**src/rtl/i2c_wdog_pkg.sv**
```systemverilog
package i2c_wdog_pkg;

  typedef enum logic [1:0] {
    REC_IDLE = 2'd0,
    REC_LOW  = 2'd1,
    REC_HIGH = 2'd2
  } rec_state_e;

  function automatic int unsigned us_to_cycles(input int unsigned hz, input int unsigned us);
    return (hz / 1000000) * us;
  endfunction

endpackage

```
**src/rtl/i2c_wdog_edge.sv**
```systemverilog
module i2c_wdog_edge #(
  parameter int LINES = 2
) (
  input  logic             clk,
  input  logic             rst,
  input  logic [LINES-1:0] lines_i,
  output logic             change_o
);

  logic [LINES-1:0] prev_q;
  logic [LINES-1:0] diff;

  for (genvar g = 0; g < LINES; g++) begin : g_line
    always_ff @(posedge clk) begin
      if (rst) prev_q[g] <= 1'b1;
      else     prev_q[g] <= lines_i[g];
    end
    assign diff[g] = lines_i[g] ^ prev_q[g];
  end

  assign change_o = |diff;

endmodule

```
**src/rtl/i2c_wdog_timer.sv**
```systemverilog
module i2c_wdog_timer #(
  parameter int unsigned SLOW_CYC = 1000,
  parameter int unsigned FAST_CYC = 50
) (
  input  logic clk,
  input  logic rst,
  input  logic clear_i,
  input  logic run_i,
  input  logic fast_i,
  output logic expired_o
);

  localparam int unsigned TOP_CYC = (SLOW_CYC > FAST_CYC) ? SLOW_CYC : FAST_CYC;
  localparam int W = $clog2(TOP_CYC + 1);
  localparam logic [W-1:0] SLOW_LAST = W'(SLOW_CYC - 1);
  localparam logic [W-1:0] FAST_LAST = W'(FAST_CYC - 1);

  logic [W-1:0] cnt_q;
  logic [W-1:0] limit;

  assign limit     = fast_i ? FAST_LAST : SLOW_LAST;
  assign expired_o = run_i && !clear_i && (cnt_q >= limit);

  always_ff @(posedge clk) begin
    if (rst || clear_i)  cnt_q <= '0;
    else if (expired_o)  cnt_q <= '0;
    else if (run_i)      cnt_q <= cnt_q + 1'b1;
  end

  // the count never passes the longer limit
  p_cnt_bound_r3: assert property (@(posedge clk) disable iff (rst)
    cnt_q <= W'(TOP_CYC - 1));

  // a clear leaves the count at zero on the next edge
  p_clear_zero_r2: assert property (@(posedge clk) disable iff (rst)
    clear_i |=> (cnt_q == '0));

endmodule

```
**src/rtl/i2c_wdog_recovery.sv**
```systemverilog
module i2c_wdog_recovery
  import i2c_wdog_pkg::*;
#(
  parameter int unsigned HALF_CYC = 250,
  parameter int unsigned PULSES   = 9
) (
  input  logic clk,
  input  logic rst,
  input  logic start_i,
  input  logic sda_i,
  input  logic kill_i,
  output logic pull_o,
  output logic active_o,
  output logic freed_o
);

  localparam int PW = $clog2(HALF_CYC + 1);
  localparam int CW = $clog2(PULSES + 1);
  localparam logic [PW-1:0] PH_LAST = PW'(HALF_CYC - 1);
  localparam logic [CW-1:0] PC_LAST = CW'(PULSES - 1);

  rec_state_e    state_q;
  logic [PW-1:0] ph_q;
  logic [CW-1:0] pc_q;

  assign active_o = (state_q != REC_IDLE);
  assign freed_o  = (state_q == REC_HIGH) && sda_i && !kill_i;

  always_ff @(posedge clk) begin
    if (rst || kill_i) begin
      state_q <= REC_IDLE;
      ph_q    <= '0;
      pc_q    <= '0;
      pull_o  <= 1'b0;
    end else begin
      unique case (state_q)
        REC_IDLE: begin
          if (start_i) begin
            state_q <= REC_LOW;
            ph_q    <= '0;
            pc_q    <= '0;
            pull_o  <= 1'b1;
          end
        end
        REC_LOW: begin
          if (ph_q == PH_LAST) begin
            ph_q    <= '0;
            state_q <= REC_HIGH;
            pull_o  <= 1'b0;
          end else begin
            ph_q <= ph_q + 1'b1;
          end
        end
        REC_HIGH: begin
          if (sda_i) begin
            state_q <= REC_IDLE;
            ph_q    <= '0;
            pc_q    <= '0;
          end else if (ph_q == PH_LAST) begin
            ph_q <= '0;
            if (pc_q == PC_LAST) begin
              state_q <= REC_IDLE;
              pc_q    <= '0;
            end else begin
              pc_q    <= pc_q + 1'b1;
              state_q <= REC_LOW;
              pull_o  <= 1'b1;
            end
          end else begin
            ph_q <= ph_q + 1'b1;
          end
        end
        default: begin
          state_q <= REC_IDLE;
          pull_o  <= 1'b0;
        end
      endcase
    end
  end

  // the pull-low enable only appears in a low phase
  p_pull_in_low_r10: assert property (@(posedge clk) disable iff (rst)
    pull_o |-> (state_q == REC_LOW));

  // pulse index stays below the pulse count
  p_pulse_bound_r6: assert property (@(posedge clk) disable iff (rst)
    pc_q <= PC_LAST);

  // disable releases SCL on the next edge
  p_kill_release_r9: assert property (@(posedge clk) disable iff (rst)
    kill_i |=> (!pull_o && state_q == REC_IDLE));

  // SDA high in a high phase ends the train
  p_abort_r7: assert property (@(posedge clk) disable iff (rst)
    ((state_q == REC_HIGH) && sda_i && !kill_i) |=> (state_q == REC_IDLE));

endmodule

```
**src/rtl/i2c_idle_watchdog.sv**
```systemverilog
module i2c_idle_watchdog
  import i2c_wdog_pkg::*;
#(
  parameter int unsigned CLK_HZ       = 50000000,
  parameter int unsigned SLOW_US      = 1000000,
  parameter int unsigned FAST_US      = 50,
  parameter int unsigned REC_HALF_CYC = 250,
  parameter int unsigned REC_PULSES   = 9
) (
  input  logic clk,
  input  logic rst,
  input  logic scl_i,
  input  logic sda_i,
  input  logic wd_disable_i,
  input  logic wd_fast_i,
  output logic bus_free_o,
  output logic scl_pull_o,
  output logic rec_active_o
);

  localparam int unsigned SLOW_CYC = us_to_cycles(CLK_HZ, SLOW_US);
  localparam int unsigned FAST_CYC = us_to_cycles(CLK_HZ, FAST_US);

  logic line_change;
  logic expired;
  logic rec_freed;
  logic tmr_clear;
  logic tmr_run;

  i2c_wdog_edge #(.LINES(2)) edge_i (
    .clk      (clk),
    .rst      (rst),
    .lines_i  ({scl_i, sda_i}),
    .change_o (line_change)
  );

  assign tmr_clear = line_change || wd_disable_i || rec_active_o;
  assign tmr_run   = !bus_free_o && !rec_active_o && !wd_disable_i;

  i2c_wdog_timer #(.SLOW_CYC(SLOW_CYC), .FAST_CYC(FAST_CYC)) timer_i (
    .clk       (clk),
    .rst       (rst),
    .clear_i   (tmr_clear),
    .run_i     (tmr_run),
    .fast_i    (wd_fast_i),
    .expired_o (expired)
  );

  i2c_wdog_recovery #(.HALF_CYC(REC_HALF_CYC), .PULSES(REC_PULSES)) rec_i (
    .clk      (clk),
    .rst      (rst),
    .start_i  (expired && !sda_i),
    .sda_i    (sda_i),
    .kill_i   (wd_disable_i),
    .pull_o   (scl_pull_o),
    .active_o (rec_active_o),
    .freed_o  (rec_freed)
  );

  always_ff @(posedge clk) begin
    if (rst) begin
      bus_free_o <= 1'b0;
    end else if (wd_disable_i) begin
      if (line_change) bus_free_o <= 1'b0;
    end else if (rec_active_o) begin
      if (rec_freed) bus_free_o <= 1'b1;
    end else if (line_change) begin
      bus_free_o <= 1'b0;
    end else if (expired && sda_i) begin
      bus_free_o <= 1'b1;
    end
  end

  // a line change outside recovery clears the free flag
  p_change_clears_free_r2: assert property (@(posedge clk) disable iff (rst)
    (line_change && !rec_active_o) |=> !bus_free_o);

  // SCL pull only while recovery is flagged
  p_pull_needs_active_r10: assert property (@(posedge clk) disable iff (rst)
    scl_pull_o |-> rec_active_o);

  // free and recovering never coincide
  p_free_rec_excl_r8: assert property (@(posedge clk) disable iff (rst)
    !(bus_free_o && rec_active_o));

  // disabled watchdog never raises the free flag
  p_disable_no_free_r9: assert property (@(posedge clk) disable iff (rst)
    (wd_disable_i && !bus_free_o) |=> !bus_free_o);

  // a recovery starts with SCL pulled low
  p_rec_starts_low_r6: assert property (@(posedge clk) disable iff (rst)
    (!rec_active_o ##1 rec_active_o) |-> scl_pull_o);

endmodule

```
**config.mk**
```make
export PLATFORM = sky130hd
export DESIGN_NAME = i2c_idle_watchdog
export DESIGN_NICKNAME = d
export VERILOG_FILES = /design/src/rtl/i2c_wdog_pkg.sv /design/src/rtl/i2c_wdog_edge.sv /design/src/rtl/i2c_wdog_timer.sv /design/src/rtl/i2c_wdog_recovery.sv /design/src/rtl/i2c_idle_watchdog.sv
export SDC_FILE = /design/constraint.sdc
export NUM_CORES = 1
export LEC_CHECK = 0
export CAP_MARGIN = 20
export CORE_MARGIN = 1
export CORE_UTILIZATION = 40
export DETAILED_ROUTE_END_ITERATION = 8
export PLACE_DENSITY = 0.52
export RECOVER_POWER = 25
export SLEW_MARGIN = 20
export SYNTH_ARGS = -nofsm -noshare
export SYNTH_HDL_FRONTEND = slang
export SYNTH_HIERARCHICAL = 1
export SYNTH_SLANG_ARGS = --single-unit
```
**constraint.sdc**
```tcl
create_clock -name clk -period 3.9 [get_ports clk]
set_input_delay 0.585 -clock clk [delete_from_list [all_inputs] [get_ports clk]]
set_output_delay 0.585 -clock clk [all_outputs]
set_load 0.01 [all_outputs]
```
==> results of run 1 <==
[power by group]
part	switching [mW]	internal [mW]	leakage [nW]
registers	0.00126	0.451	0.355
logic	0.0289	0.0218	0.648
clock network	0.155	0.190	0.0552
[worst reg2reg max path: cells and delay by family, from the launching register on]
| kind | cells | cell delay (ns) |
|---|---|---|
| AOI/OAI and AO/OA | 3 | 0.63 |
| and+or+nand+nor | 7 | 1.69 |
| DFF | 1 | 0.36 |
| adders and majority gates | 1 | 0.31 |
[Yosys cell counts, types with 3 or more instances]
cell type / instances
a21oi_1: 7
and4_1: 6
clkbuf_1: 3
dfxtp_1: 44
ha_1: 28
inv_1: 12
mux2i_1: 3
nand2_1: 25
nand3_1: 11
nand4_1: 11
nand4b_1: 4
nor2_1: 46
nor2b_1: 3
nor3_1: 12
nor4_1: 8
o211ai_1: 3
o21ai_0: 6
or3_1: 4
xnor2_1: 26
xor2_1: 7
[cell families (layout without fill, tap and decap cells)]
kind of cell | Yosys count | in the layout | synth area share [%]
xor+xnor | 33 | 33 | 10.6
simple gates | 148 | 148 | 28.2
flops | 44 | 44 | 32.3
mux | 3 | 3 | 1.10
fa+ha+maj | 28 | 28 | 12.9
buf+inv | 20 | 34 | 4.55
compound gates | 36 | 36 | 10.4
[cells in the final DEF (no fill, tap or decap), types with 3 or more instances in the layout]
| cell | instances |
|---|---|
| nand2_1 | 25 |
| buf_4 | 4 |
| dlygate4sd3_1 | 4 |
| and4_1 | 6 |
| or3_1 | 4 |
| inv_1 | 12 |
| o21ai_0 | 6 |
| xor2_1 | 7 |
| o211ai_1 | 3 |
| ha_1 | 28 |
| nor4_1 | 8 |
| nand4_1 | 11 |
| nand3_1 | 11 |
| nor3_1 | 12 |
| clkdlybuf4s50_1 | 4 |
| xnor2_1 | 26 |
| clkbuf_8 | 5 |
| dfxtp_1 | 44 |
| nor2_1 | 46 |
| mux2i_1 | 3 |
| nand4b_1 | 4 |
| a21oi_1 | 7 |
| nor2b_1 | 3 |
[through the flow]
step | instances | hold WS [ns] | area (um2) | utilization, % | power (mW)
5_1_grt | 403 | 0.547 | 2990 | 46.2 | 0.893
2_1_floorplan | 312 | 0.459 | 2720 | - | 0.497
3_3_place_gp | 395 | 0.486 | 2880 | 44.6 | 0.513
3_5_place_dp | 395 | 0.490 | 2880 | 44.6 | 0.514
4_1_cts | 403 | 0.504 | 2990 | 46.2 | 0.864
6_report | 403 | 0.498 | 2990 | 46.2 | 0.848
[sequential cells by signal (all words and copies together), names as in the netlist]
name and count:
bus_free_o 1, edge_i/prev_q 2, rec_i/pc_q 4, rec_i/ph_q 8
rec_i/pull_o 1, rec_i/state_q 2, timer_i/cnt_q 26
[cell type report]
class / count / area, um2
Fill cell: 639 / 3470
Multi-Input combinational cell: 248 / 1720
Sequential cell: 44 / 881
Timing Repair Buffer: 14 / 138
Tap cell: 77 / 96.3
Clock buffer: 6 / 72.6
Inverter: 12 / 45.0
Clock inverter: 2 / 35.0
[layer usage]
layer  vias up  wire (um)
met2        30       2140
met1       992       2980
li1       1142          -
met3         7        179
met4         0         64
met5         -          0
[path summary, 6_finish.rpt]
path | end | slack [ns] | cells past startpoint
min reg2reg | rec_i/pc_q[0] | 0.50 | 2
max reg2reg | rec_i/pull_o | 0.86 | 11
min | rec_i/pc_q[0] | 0.50 | 2
max | rec_i/pull_o | 0.32 | 13
==> summary.txt, run 1 <==
Power and ir drop
  • Leak pwr: about 1.1 nW
  • Worst vdd ir: 0.155 mV
  • Power per Cell Area: 284 nW/um2

GRT
  • Met3 GRT Util: 3.34%
  • Global Route Usage Sum: 16.1%
  • Largest net degree at the start of global routing: 27
  • Vias in the first global route: 1,990
  • GR peak layer: met2
  • GRT overflow: 0
  • Met2 Use GR: 23.9%
  • GRT met1 Usage: between 20 and 25%
  • First-pass GRT wire length: 9260 um
  • Initial antenna violation count: 0

Synth
  • Largest area contributor in the netlist: dfxtp_1
  • Synth Area per Inst: 8.73 um2
  • Synth Instances: around 310
  • Post-synth EDFFs: 0
  • Post-synthesis sequential area ratio: 32.3%
  • Synth Net Count: about 350
  • Post-synth cell types: 49
  • Dominant cells by area after synthesis: dfxtp_1, ha_1, xnor2_1
  • Post-synth top area share: 32.3%
  • Synth async-reset ratio: 0%
  • Post-synthesis register bit count: between 40 and 50
  • Cell Area, Synth: roughly 2700 um2
  • Synth Flop Type: dfxtp_1
  • YS warnings: 6

Timing
  • Max-slew violations: 0
  • Min setup slack post-route: about 0.32 ns
  • Clock Skew: 0.00459 ns
  • Fin Setup TNS: 0 ns
  • Worst slew pin tran: 1.03 ns
  • Final setup fails: 0
  • Rel. slew slack: roughly a third
  • RSZ-0062 raised after global routing: false
  • Final Hold Violating Endpoints: 0
  • Max Freq: 279 MHz
  • Shortest period the worst path allows: ~3.6 ns
  • Final period util: 91.9%

Clocking
  • # H-tree levels: 2
  • Max Root-Sink Buffers: 2
  • CTS root buffer: clkbuf_8
  • Hold_buf cts: 0
  • CTS resizes: 0
  • # Post-CTS Setup Buffers: 0
  • CTS Buf Count: 5
  • Clock sinks: 44
  • Clk_lat worst skew: 0.29 ns
  • CTS tree: yes
  • CTS clk-pin slew, worst paths: 0.08 ns

Floorplanning
  • Width of the die: ~85 um
  • Core ar.: 6460 um2
  • I/O Pins: 9
  • Die Ht: ~85 um
  • Initial core utilization: approximately 42%
  • Full die area: 7140 um2
  • Site Rows: 29

Setup path
  • Critical Path RT: 4.14 ns
  • Worst Path Arrival: 3.82 ns
  • CP max stage cell: or4_1
  • CP max FO: 16
  • Crit-path cells: clkdlybuf4s50_1, buf_12, ha_1, nand4b_1, or4_1, a211oi_1, o31ai_1, nor2_1, nor2b_1, and2b_4, nor3_2, a221o_1, and3_1
  • Top delay family on crit path: simple AND/OR/NAND/NOR gates
  • WS Path Type: input pin to register
  • CP Capture Type: register
  • Worst setup SP type: input pin
  • Worst Setup SP: wd_fast_i
  • Crit path buf inv count: 2
  • Worst R2R Start: timer_i/cnt_q[23]
  • Crit-path max cell delay: between 0.5 and 0.6 ns

Route
  • Vias per cell: 5.39
  • DR vias: around 2,200
  • DRT iter0 DRCs: 64
  • Final WL: 5370 um
  • WL/cell: ~13 um
  • Post-route ant nets: 0
  • DR DRC count: 2
  • Drt pass-1 iters: 6

Hold path
  • HP Class: register to register
  • Min-delay src: rec_i/pc_q[0]

Job
  • Max-Cap Viols: 0

Placed design
  • Port buffer count: 8
  • Pre-CTS setup slack: 0.0159 ns
  • DPL Wire Length: 3930 um
  • Gpl congestion: 0.724

Layout
  • Share of cells above drive strength 1: approximately 6.4%
  • Fin nets: approximately 360
  • Area grow syn2layout: 9.65%
  • Antenna diodes: 0

Run status
  • Failing checks: design-rule violations
  • Status: finished, violations left
Power figures use the tool's default switching activity.
==> run 2, diff against run 1 <==
Settings changed: CAP_MARGIN 20 to 10.
==> results of run 2 <==
Final layout, timing and power as in run 1 (identical DEF).
==> run 3, diff against run 2 <==
Settings changed: CORE_ASPECT_RATIO set to 1.5, CORE_UTILIZATION 40 to 38, PLACE_DENSITY 0.52 to 0.5.
==> run 3 against run 2 <==
- the run now ends clean
- worst hold slack got worse by 0.0014 ns
- clock-buffer cell count unchanged
- wire length grew 8.0%
- critical path type unchanged
- sequential share of layout area is 0.22 points higher
==> summary.txt, run 3 (synthesis gave the netlist of run 1 again) <==
Run status
  • Status: completed (was finished, violations left)

Route
  • WL met3: 71 um (was 179 um)
  • WL/cell: 14.3 um (was 13.3 um)
  • Met1 Wirelength: 2480 um (was 2980 um)
  • Post-route ant nets: 0 (unchanged)
  • DRT iter0 DRCs: 80 (was 64)
  • Final WL: 5790 um (was 5370 um)
  • Routed wl met2: 3180 um (was 2140 um)
  • Drt pass-1 iters: 4 (was 6)
  • Vias per cell: 5.41 (was 5.39)
  • DR vias: 2,198 (was 2,171)
  • DR top layer: met4 (unchanged)
  • DR DRC count: 0 (was 2)

Timing
  • Max-slew violations: 0 (unchanged)
  • Fin Setup TNS: 0 ns (unchanged)
  • Clock Skew: 0.0114 ns (was 0.00459 ns)
  • Final period util: 90.5% (was 91.9%)
  • Final setup fails: 0 (unchanged)
  • Shortest period the worst path allows: 3.53 ns (was 3.58 ns)
  • Rel. slew slack: 47.8% (was 31.6%)
  • Worst slew pin tran: 0.781 ns (was 1.03 ns)
  • Max Freq: 283 MHz (was 279 MHz)
  • Hold_ws: 0.497 ns (was 0.498 ns)
  • RSZ-0062 raised after global routing: false (unchanged)
  • Final Hold Violating Endpoints: 0 (unchanged)

Clocking
  • CTS resizes: 0 (unchanged)
  • Clock sinks: 44 (unchanged)
  • # Post-CTS Setup Buffers: 0 (unchanged)
  • CTS root buffer: clkbuf_8 (unchanged)
  • # H-tree levels: 2 (unchanged)
  • Hold_buf cts: 0 (unchanged)
  • CTS tree: yes (unchanged)
  • CTS Buf Count: 5 (unchanged)
  • CTS clk-pin slew, worst paths: 0.08 ns (about the same)
  • Max Root-Sink Buffers: 2 (unchanged)
  • Clk_lat worst skew: 0.30 ns (was 0.29 ns)

Setup path
  • Crit-path max cell delay: 0.55 ns (was 0.56 ns)
  • Critical Path RT: 4.09 ns (was 4.14 ns)
  • Worst Path Arrival: 3.72 ns (was 3.82 ns)
  • Worst setup SP type: input pin (unchanged)
  • CP max stage cell: or4_1 (unchanged)
  • CP Capture Type: register (unchanged)
  • Crit-path cells: clkdlybuf4s50_1, buf_4, ha_1, nand4b_1, or4_1, a211oi_1, o31ai_1, nor2_1, nor2b_1, and2b_4, nor4b_1, xnor2_1, nor2_1 (was clkdlybuf4s50_1, buf_12, ha_1, nand4b_1, or4_1, a211oi_1, o31ai_1, nor2_1, nor2b_1, and2b_4, nor3_2, a221o_1, and3_1)
  • Worst Setup SP: wd_fast_i (unchanged)
  • CP max FO: 11 (was 16)
  • Top delay family on crit path: simple AND/OR/NAND/NOR gates (unchanged)
  • WS Path Type: input pin to register (unchanged)
  • Worst R2R Start: timer_i/cnt_q[20] (was timer_i/cnt_q[23])
  • Worst path most repeated cell: nor2_1
  • Crit path buf inv count: 2 (unchanged)

Placed design
  • Placed Area: 2890 um2 (was 2880 um2)
  • Port buffer count: 8 (unchanged)
  • Gpl congestion: 0.777 (was 0.724)
  • DPL Wire Length: 4440 um (was 3930 um)

Floorplanning
  • Die Ht: 106 um (was 84.5 um)
  • Site Rows: 37 (was 29)
  • Full die area: 7520 um2 (was 7140 um2)
  • Core ar.: 6900 um2 (was 6460 um2)
  • I/O Pins: 9 (unchanged)
  • Initial core utilization: 39.5% (was 42.2%)
  • Width of the die: 71.1 um (was 84.5 um)

GRT
  • Vias in the first global route: 2,120 (was 1,990)
  • First-pass GRT wire length: 10,100 um (was 9260 um)
  • Initial antenna violation count: 0 (unchanged)
  • Global Route Usage Sum: 16.9% (was 16.1%)
  • Largest net degree at the start of global routing: 17 (was 27)
  • GRT overflow: 0 (unchanged)

Job
  • Max-Cap Viols: 0 (unchanged)

Hold path
  • HP Class: register to register (unchanged)
  • Min-delay src: bus_free_o (was rec_i/pc_q[0])

Layout
  • Area grow syn2layout: 8.82% (was 9.65%)
  • Number of flip-flops in the largest register: 26 (unchanged)
  • Fill cells: 713 (was 639)
  • Antenna diodes: 0 (unchanged)
  • Commonest non-fill, non-tap cell in the layout: nor2_1 (unchanged)
  • Design Area, Final: 2960 um2 (was 2990 um2)
  • Largest Register: timer_i/cnt_q (unchanged)
  • Most frequent cells in the layout: nor2_1, dfxtp_1, ha_1 (unchanged)
  • Largest registers: timer_i/cnt_q (26), rec_i/ph_q (8), rec_i/pc_q (4) (unchanged)
  • Share of cells above drive strength 1: 6.71% (was 6.44%)
  • Fin nets: 362 (was 359)

Power and ir drop
  • Worst vdd ir: 0.115 mV (was 0.155 mV)
  • Leak pwr: 1.05 nW (was 1.06 nW)
  • Power per Cell Area: 263 nW/um2 (was 284 nW/um2)
## run 3: report_power, final
| group | internal, mW | switching, mW | total, mW |
|---|---|---|---|
| logic | 0.0214 | 0.0287 | 0.0501 |
| registers | 0.451 | 0.00125 | 0.452 |
| clock network | 0.122 | 0.154 | 0.276 |
## run 3: area by class of cell
type	instances	area (um2)	area share, %
Clock buffer	6	72.6	2.45
Tap cell	78	97.6	3.29
Inverter	12	45.0	1.52
Sequential cell	44	881	29.7
Timing Repair Buffer	17	144	4.85
Multi-Input combinational cell	248	1720	58.0
Clock inverter	1	5.00	0.169
## run 3: routing by layer
metal  GRT usage [%]  up-vias
met3            2.68        4
li1                -     1145
met1            19.2     1037
met4            5.43        0
met5               0        -
met2            31.6       12
## run 3: worst paths after layout
kind,endpoint,slack (ns),cells after the start
setup / recovery,rec_i/ph_q[4],0.37,13
hold / removal,bus_free_o,0.50,1
setup reg to reg,rec_i/ph_q[4],0.93,11
hold reg to reg,bus_free_o,0.50,1
## run 3: per-stage QoR
stage	utilization (%)	setup slack [ns]	std cells	power [mW]
final	43.0	0.369	406	0.778
after CTS	43.0	0.375	406	0.795
after detailed placement	41.9	0.0790	399	0.514
after global placement	41.9	0.112	399	0.514
after global routing	43.0	0.0472	406	0.820
after floorplan	-	0.834	312	0.497
